File: src/rtl/bert_pkg.sv
package bert_pkg;

  typedef enum logic [1:0] {
    ST_IDLE = 2'd0,
    ST_SEED = 2'd1,
    ST_SYNC = 2'd2,
    ST_LOCK = 2'd3
  } bert_state_e;

  // Longest supported predictor history (PRBS31)
  localparam int HIST_W = 31;

  function automatic logic [4:0] prbs_order(input logic [2:0] sel);
    case (sel)
      3'd1:    return 5'd9;
      3'd2:    return 5'd11;
      3'd3:    return 5'd15;
      3'd4:    return 5'd23;
      3'd5:    return 5'd31;
      default: return 5'd7;
    endcase
  endfunction

  function automatic logic [4:0] prbs_tap(input logic [2:0] sel);
    case (sel)
      3'd1:    return 5'd5;
      3'd2:    return 5'd9;
      3'd3:    return 5'd14;
      3'd4:    return 5'd18;
      3'd5:    return 5'd28;
      default: return 5'd6;
    endcase
  endfunction

  // hist[0] is the newest bit; hist[k-1] is the bit k positions back
  function automatic logic prbs_predict(input logic [HIST_W-1:0] hist,
                                        input logic [2:0] sel);
    logic [4:0] a;
    logic [4:0] b;
    a = prbs_order(sel) - 5'd1;
    b = prbs_tap(sel) - 5'd1;
    return hist[a] ^ hist[b];
  endfunction

endpackage

File: src/rtl/bert_sync.sv
module bert_sync
  import bert_pkg::*;
#(
  parameter int SYNC_W = 32
) (
  input  logic              clk,
  input  logic              rst_n,
  input  logic              enable,
  input  logic              pat_mode,
  input  logic [2:0]        poly_sel,
  input  logic              in_valid,
  input  logic              mismatch,
  input  logic [SYNC_W-1:0] sync_thresh,
  input  logic [SYNC_W:0]   sync_window,
  output bert_state_e       state,
  output logic              seed_shift,
  output logic              step,
  output logic              win_fail,
  output logic              win_last
);
  localparam int WIN_W = SYNC_W + 1;

  bert_state_e       nxt;
  logic [4:0]        seed_cnt;
  logic [WIN_W-1:0]  win_cnt;
  logic [SYNC_W-1:0] win_err;
  logic [WIN_W-1:0]  err_now;
  logic              in_window;
  logic              seed_done;

  assign in_window  = (state == ST_SYNC) || (state == ST_LOCK);
  assign step       = in_valid && in_window;
  assign seed_shift = in_valid && (state == ST_SEED);
  assign seed_done  = seed_shift && (seed_cnt == prbs_order(poly_sel) - 5'd1);
  assign err_now    = {1'b0, win_err} + WIN_W'(mismatch);
  assign win_last   = step && ((win_cnt + WIN_W'(1)) == sync_window);
  assign win_fail   = win_last && (err_now >= {1'b0, sync_thresh});

  always_comb begin
    nxt = state;
    case (state)
      ST_IDLE: if (enable) nxt = pat_mode ? ST_SYNC : ST_SEED;
      ST_SEED: if (seed_done) nxt = ST_SYNC;
      ST_SYNC: if (win_last) nxt = win_fail ? (pat_mode ? ST_SYNC : ST_SEED) : ST_LOCK;
      ST_LOCK: if (win_fail) nxt = pat_mode ? ST_SYNC : ST_SEED;
      default: nxt = ST_IDLE;
    endcase
    if (!enable) nxt = ST_IDLE;
  end

  always_ff @(posedge clk) begin
    if (!rst_n) begin
      state    <= ST_IDLE;
      seed_cnt <= '0;
      win_cnt  <= '0;
      win_err  <= '0;
    end else begin
      state <= nxt;
      if (state != ST_SEED)  seed_cnt <= '0;
      else if (seed_shift)   seed_cnt <= seed_cnt + 5'd1;
      if (!in_window || win_last) begin
        win_cnt <= '0;
        win_err <= '0;
      end else if (step) begin
        win_cnt <= win_cnt + WIN_W'(1);
        if (mismatch && (win_err != '1)) win_err <= win_err + SYNC_W'(1);
      end
    end
  end


  lock_gate_chk: assert property (@(posedge clk) disable iff (!rst_n)
    $rose(state == ST_LOCK) |-> $past(win_last && !win_fail));


  lock_loss_chk: assert property (@(posedge clk) disable iff (!rst_n)
    $fell(state == ST_LOCK) |-> ($past(win_fail) || !$past(enable)));


  seed_len_chk: assert property (@(posedge clk) disable iff (!rst_n)
    (state == ST_SEED) |-> (seed_cnt < prbs_order(poly_sel)));

endmodule

File: config.mk
export PLATFORM = sky130hd
export DESIGN_NAME = bert_sync
export DESIGN_NICKNAME = d
export VERILOG_FILES = /design/src/rtl/bert_pkg.sv /design/src/rtl/bert_sync.sv
export SDC_FILE = /design/constraint.sdc
export NUM_CORES = 1
export LEC_CHECK = 0
export BUFFER_PORTS_ARGS = -buffer_cell sky130_fd_sc_hd__buf_2
export CAP_MARGIN = 30
export CORE_MARGIN = 2
export CORE_UTILIZATION = 29
export CTS_BUF_LIST = sky130_fd_sc_hd__clkbuf_16
export DETAILED_ROUTE_END_ITERATION = 6
export GPL_ROUTABILITY_DRIVEN = 0
export PLACE_DENSITY = 0.47
export SKIP_LAST_GASP = 1
export SLEW_MARGIN = 20
export SYNTH_ARGS = -nofsm -noshare
export SYNTH_HDL_FRONTEND = slang
export SYNTH_SLANG_ARGS = --single-unit
File: constraint.sdc
create_clock -name clk -period 5.42 [get_ports clk]
set_input_delay 0.813 -clock clk [delete_from_list [all_inputs] [get_ports clk]]
set_output_delay 0.813 -clock clk [all_outputs]
set_load 0.01 [all_outputs]
## Word level (Yosys, flattened, before mapping)

Cells that the tools add are included.

- Bits in registers: 72
- Input port bits: 74

- Add/sub/neg operators: 5
- Magnitude comparators: 1
- Equality and inequality tests: 15
- Multiplexer cells: 7
- Bitwise gates (word level): 1
- Reduce and logical (&&, ||, !) cells: 15

Operators by type and width:

| cell | count |
|---|---|
| $add 32x1->33 | 1 |
| $add 33x1->33 const B | 1 |
| $eq 33x33->1 | 1 |
| $ge 33x32->1 | 1 |
| $add 32x1->32 const B | 1 |
| $ne 32x32->1 const B | 1 |
| $pmux 5 s5 | 1 |
| $mux 2 | 5 |
| $pmux 2 s4 | 1 |
| $eq 3x2->1 const B | 2 |
| $eq 3x3->1 const B | 2 |
| $logic_and 1x1->1 | 6 |
| $ne 2x2->1 const B | 3 |
| $add 5x1->5 const B | 1 |
| $eq 5x5->1 | 1 |
| $sub 5x1->5 const B | 1 |
| $eq 2x2->1 const B | 2 |
| $reduce_and 2->1 | 2 |
| $reduce_or 2->1 | 2 |
| $eq 3x1->1 const B | 1 |
| $reduce_and 3->1 | 1 |
| $eq 2x1->1 const B | 1 |
| $logic_not 2->1 | 1 |
| $logic_or 1x1->1 | 2 |
| other kinds (3) | 3 |

## Logic depth before layout (Yosys ltp)

- Depth in word-level cells: 8
- Gate-level depth with buffers: 19
- Mapped depth without buffers: 19

## Worst setup path before layout

Ideal clock, no wire load.

- Path type: input to output
- Start point: in mismatch
- End point: out win_fail
- Arrival time: 3823 ps
- Path slack: 784 ps
- Stages on the path: 17
- Path through: ha_1 -> nand2_1 -> nor2_1 -> and3_1 -> and3_1 -> nand4_1 -> nor2_1 -> nand3_1 -> xnor2_1 -> ha_1 -> a21oi_1 -> nand2_1 -> a221oi_1 -> o21ai_0 -> o21ai_0 -> nor4bb_1 -> and2b_1

- Longest elaborated chain between the ends: 3

RTL lines:

| what | RTL line | source |
|---|---|---|
| start, declared | bert_sync.sv:12 | `input logic mismatch,` |
| $add 32x1->33 | bert_sync.sv:35 | `assign err_now = {1'b0, win_err} + WIN_W'(mismatch);` |
| $ge 33x32->1 | bert_sync.sv:37 | `assign win_fail = win_last && (err_now >= {1'b0, sync_thresh});` |
| $logic_and 1x1->1 | bert_sync.sv:37 |  |
| end, declared | bert_sync.sv:18 | `output logic win_fail,` |

No other way between the ends.

## Worst setup path in the final report

Ends and elaborated chain as after synthesis.

==> results.toml <==
[clock_tree]
h_tree_depth = 3
clock_path_buffers = 2
cts.clk_slew.worst_paths_ps = 60
clock_latency_ps = 340
hold_buffers = 0
cts_num_sinks = 72
tritoncts = "done"
clk_root_buffer_cell = "sky130_fd_sc_hd__clkbuf_16"
cts-buffers-inserted = 9

[yosys]
synthDominantAreaCellType = "sky130_fd_sc_hd__dfxtp_1"
post-synth-top-area-fraction_pct = 23.78
ys_async_sr_fraction_pct = 0
synthesized_net_count = 899
seq_area_frac_synth_pct = 23.78
synth-edff-count = 0
synth-seq-cells = 72
post_synthesis_area_per_instance_um2 = 7.731
synthFlopType = "sky130_fd_sc_hd__dfxtp_1"
syn_area_um2 = 6061
ys_types = 68
synth.yosys.warnings = 0
synth_top_cells_by_area = "sky130_fd_sc_hd__dfxtp_1 24%, sky130_fd_sc_hd__xnor2_1 12%, sky130_fd_sc_hd__ha_1 8.5%"
netlist_instances = 784

[critical_path]
critical_path.reg2reg.endpoint = "state[1]$_SDFFE_PN0P_"
timing.critical_path.fanout_max = 4
worst-r2r-setup-slack_ps = 1180
critical_path_arrival_ps = 4260
worst_setup_path_end_kind = "primary output"
cp-start-kind = "input pin"
r2r.worst_path.cells = 21
worst-setup-path-type = "in -> out"
worstSetupStartpoint = "mismatch"
timing.critical_path.required_ps = 4610
critical_path.endpoint = "win_fail"
regToRegStartpoint = "win_err[0]$_SDFFE_PP0P_"

[timing]
drv_slew = 0
timing.clock.skew_ps = 8.231
tightest_slew_ps = 868.8
finalSetupViolCount = 0
fin_setup_tns_ps = 0
maxClockFrequency_mhz = 197.1
final.min_clock_period_ps = 5073
unrepaired_setup_endpoints_after_global_routing = "no"
min_period_over_period_pct = 93.60
timing.slew.headroom_pct = 41.32
hold_viol_final = 0

[final_layout]
layout.area.seq_um2 = 1441
antenna_cells_inserted = 0
area.growth.synth_to_final_pct = 15.40
finalCoreUtilization_pct = 34.35
area_occupied_by_multi_input_gates_um2 = 4305
final_nets = 960
finish.cell_count_without_fillers = 1120
filler_cell_count = 2186
final_layout_size_suffix_gt1_share_pct = 14.71

[global_routing]
groute.usage.overall_pct = 14.98
maximum_number_of_pins_on_one_net_before_global_route_repair = 52
grt_pass1_vias = 5156
number_of_antenna_violations_at_the_first_check_in_global_routing = 0
grt-ovfl-total = 0
grt_pass1_wl_um = 26410

[hold_path]
hp-class = "reg -> reg"
hold_depth = 2

[floorplan]
placementRows = 52
die_area_um2 = 22070
fp.coreArea_um2 = 20360
chipWidth_um = 148.6
design.portCount = 80
start_util_pct = 29.76
die_h_um = 148.6

[job]
drv.max_cap_violation_count = 0

[detailed_routing]
detail_route.wirelength_um = 15950
drt_first_pass_iters = 4
number_of_antenna_violating_nets_in_the_routed_design = 0
number_of_remaining_drc_errors = 0
drt-wirelength-per-cell_um = 14.24
route.vias.total = 5322
iteration_0_drc_markers = 241
drt-vias-per-instance = 4.752

[placed_design]
numPlacedInstances = 1103
dp_hpwl_um = 12470
portBuffers = 79

[power_and_ir_drop]
overall_power_consumption_uw = 1337
vdd.ir_drop.worst_uv = 139.7
p_leak_uw = 0.002641
pwr_density_cell_nw_per_um2 = 191.2

[run_status]
result_of_the_run = "finished, final reports clean"
==> area by class of cell <==
cell class / instances / share of cell area [%]
sequential: 72 / 20.61
clock inverter: 7 / 1.127
inverter: 42 / 2.254
tap: 270 / 4.830
timing repair buffer: 86 / 6.404
clock buffer: 9 / 3.220
multi-input combinational: 634 / 61.56
==> synth_stat cells (all sizes together) (2+ instances only) <==
cell type / n
o21ai: 28
nor3b: 5
nand2b: 2
o21a: 5
xor2: 56
nand4: 39
nor2b: 11
ha: 41
nand2: 72
a2111oi: 2
nand3: 39
or3b: 2
a21o: 5
o2bb2ai: 2
and2: 11
a21oi: 19
clkbuf: 17
a211o: 3
nor4: 15
and3: 9
nand3b: 2
or2: 2
inv: 41
a211oi: 4
mux2i: 4
dfxtp: 72
and4: 7
buf: 19
a31oi: 2
nor3: 24
xnor2: 81
nor2: 104
or3: 14
or4: 3
nor4b: 3
==> cell families (layout without fill, tap and decap cells) <==
group,count (synthesis),count (layout),share of synthesized area [%]
compound gates,83,83,8.836
xor+xnor,137,137,19.80
fa+ha+maj,41,41,8.464
buf+inv,78,144,5.553
flops,72,72,23.78
mux,5,5,0.8464
simple gates,368,368,32.72
==> sequential cells by signal, indices dropped and copies added (netlist names) <==
| register | flops |
|---|---|
| seed_cnt | 5 |
| win_cnt | 33 |
| state | 2 |
| win_err | 32 |
==> cell usage in the layout (no fill, tap or decap), types with 24 or more instances in the layout <==
master | Yosys | final
sky130_fd_sc_hd__nor2_1 | 104 | 102
sky130_fd_sc_hd__xnor2_1 | 81 | 81
sky130_fd_sc_hd__buf_2 | 13 | 79
sky130_fd_sc_hd__nand2_1 | 72 | 72
sky130_fd_sc_hd__dfxtp_1 | 72 | 72
sky130_fd_sc_hd__xor2_1 | 56 | 56
sky130_fd_sc_hd__inv_1 | 41 | 43
sky130_fd_sc_hd__ha_1 | 41 | 41
sky130_fd_sc_hd__nand3_1 | 37 | 37
sky130_fd_sc_hd__nand4_1 | 35 | 35
sky130_fd_sc_hd__nor3_1 | 24 | 24
==> layer usage <==
metal  track usage, %  part of all wire (%)  vias up
li1                 -                     -     2837
met1            20.98                    52     2393
met2            23.96                    44       80
met3            1.994                   3.0       12
met4            4.571                   1.2        0
met5                0                     0        -
==> timing repair <==
action,in CTS,in global routing
setup endpoints to repair,0,1
buffers inserted,0,1
hold endpoints to repair,0,0
gates resized for setup,0,7
==> how the worst min path moves through the flow <==
stage                     slack (ps)                     start                       end
after floorplan                  490  win_err[18]$_SDFFE_PP0P_  win_err[18]$_SDFFE_PP0P_
after global placement           510  win_cnt[32]$_SDFFE_PP0P_  win_cnt[32]$_SDFFE_PP0P_
after detailed placement         520  seed_cnt[4]$_SDFFE_PP0P_  seed_cnt[4]$_SDFFE_PP0P_
after CTS                        540   win_cnt[1]$_SDFFE_PP0P_   win_cnt[1]$_SDFFE_PP0P_
after global routing             560   win_cnt[1]$_SDFFE_PP0P_   win_cnt[1]$_SDFFE_PP0P_
final                            530   win_cnt[1]$_SDFFE_PP0P_   win_cnt[1]$_SDFFE_PP0P_
==> worst max-delay path: stages <==
cell	delay, ps
sky130_fd_sc_hd__buf_2	100
sky130_fd_sc_hd__ha_1	190
sky130_fd_sc_hd__nand2_1	80
sky130_fd_sc_hd__nor2_2	120
sky130_fd_sc_hd__and3_4	210
sky130_fd_sc_hd__and3_2	230
sky130_fd_sc_hd__nand4_1	200
sky130_fd_sc_hd__nor2_4	170
sky130_fd_sc_hd__nand3_1	100
sky130_fd_sc_hd__xnor2_1	150
sky130_fd_sc_hd__ha_1	320
sky130_fd_sc_hd__a21oi_1	160
sky130_fd_sc_hd__nand2_1	70
sky130_fd_sc_hd__a221oi_1	270
sky130_fd_sc_hd__o21ai_1	110
sky130_fd_sc_hd__o21ai_0	160
sky130_fd_sc_hd__nor4bb_2	300
sky130_fd_sc_hd__buf_4	180
sky130_fd_sc_hd__and2b_1	180
sky130_fd_sc_hd__buf_2	140
==> power by group <==
part | switching (uW) | internal (uW) | leakage [uW]
registers | 4.34 | 532 | 0.000580
clock network | 231 | 395 | 0.000155
logic | 105 | 69.5 | 0.00191
==> through the flow <==
stage               hold WS, ps  area, um^2  worst slack, ps
floorplan                 490.7        6061            784.0
global placement          512.4        6660            212.0
detailed placement        515.5        6660            153.1
CTS                       536.9        6964            130.7
global route              562.4        6994            6.087
finish                    532.0        6994            346.6
Power figures use the tool's default switching activity.
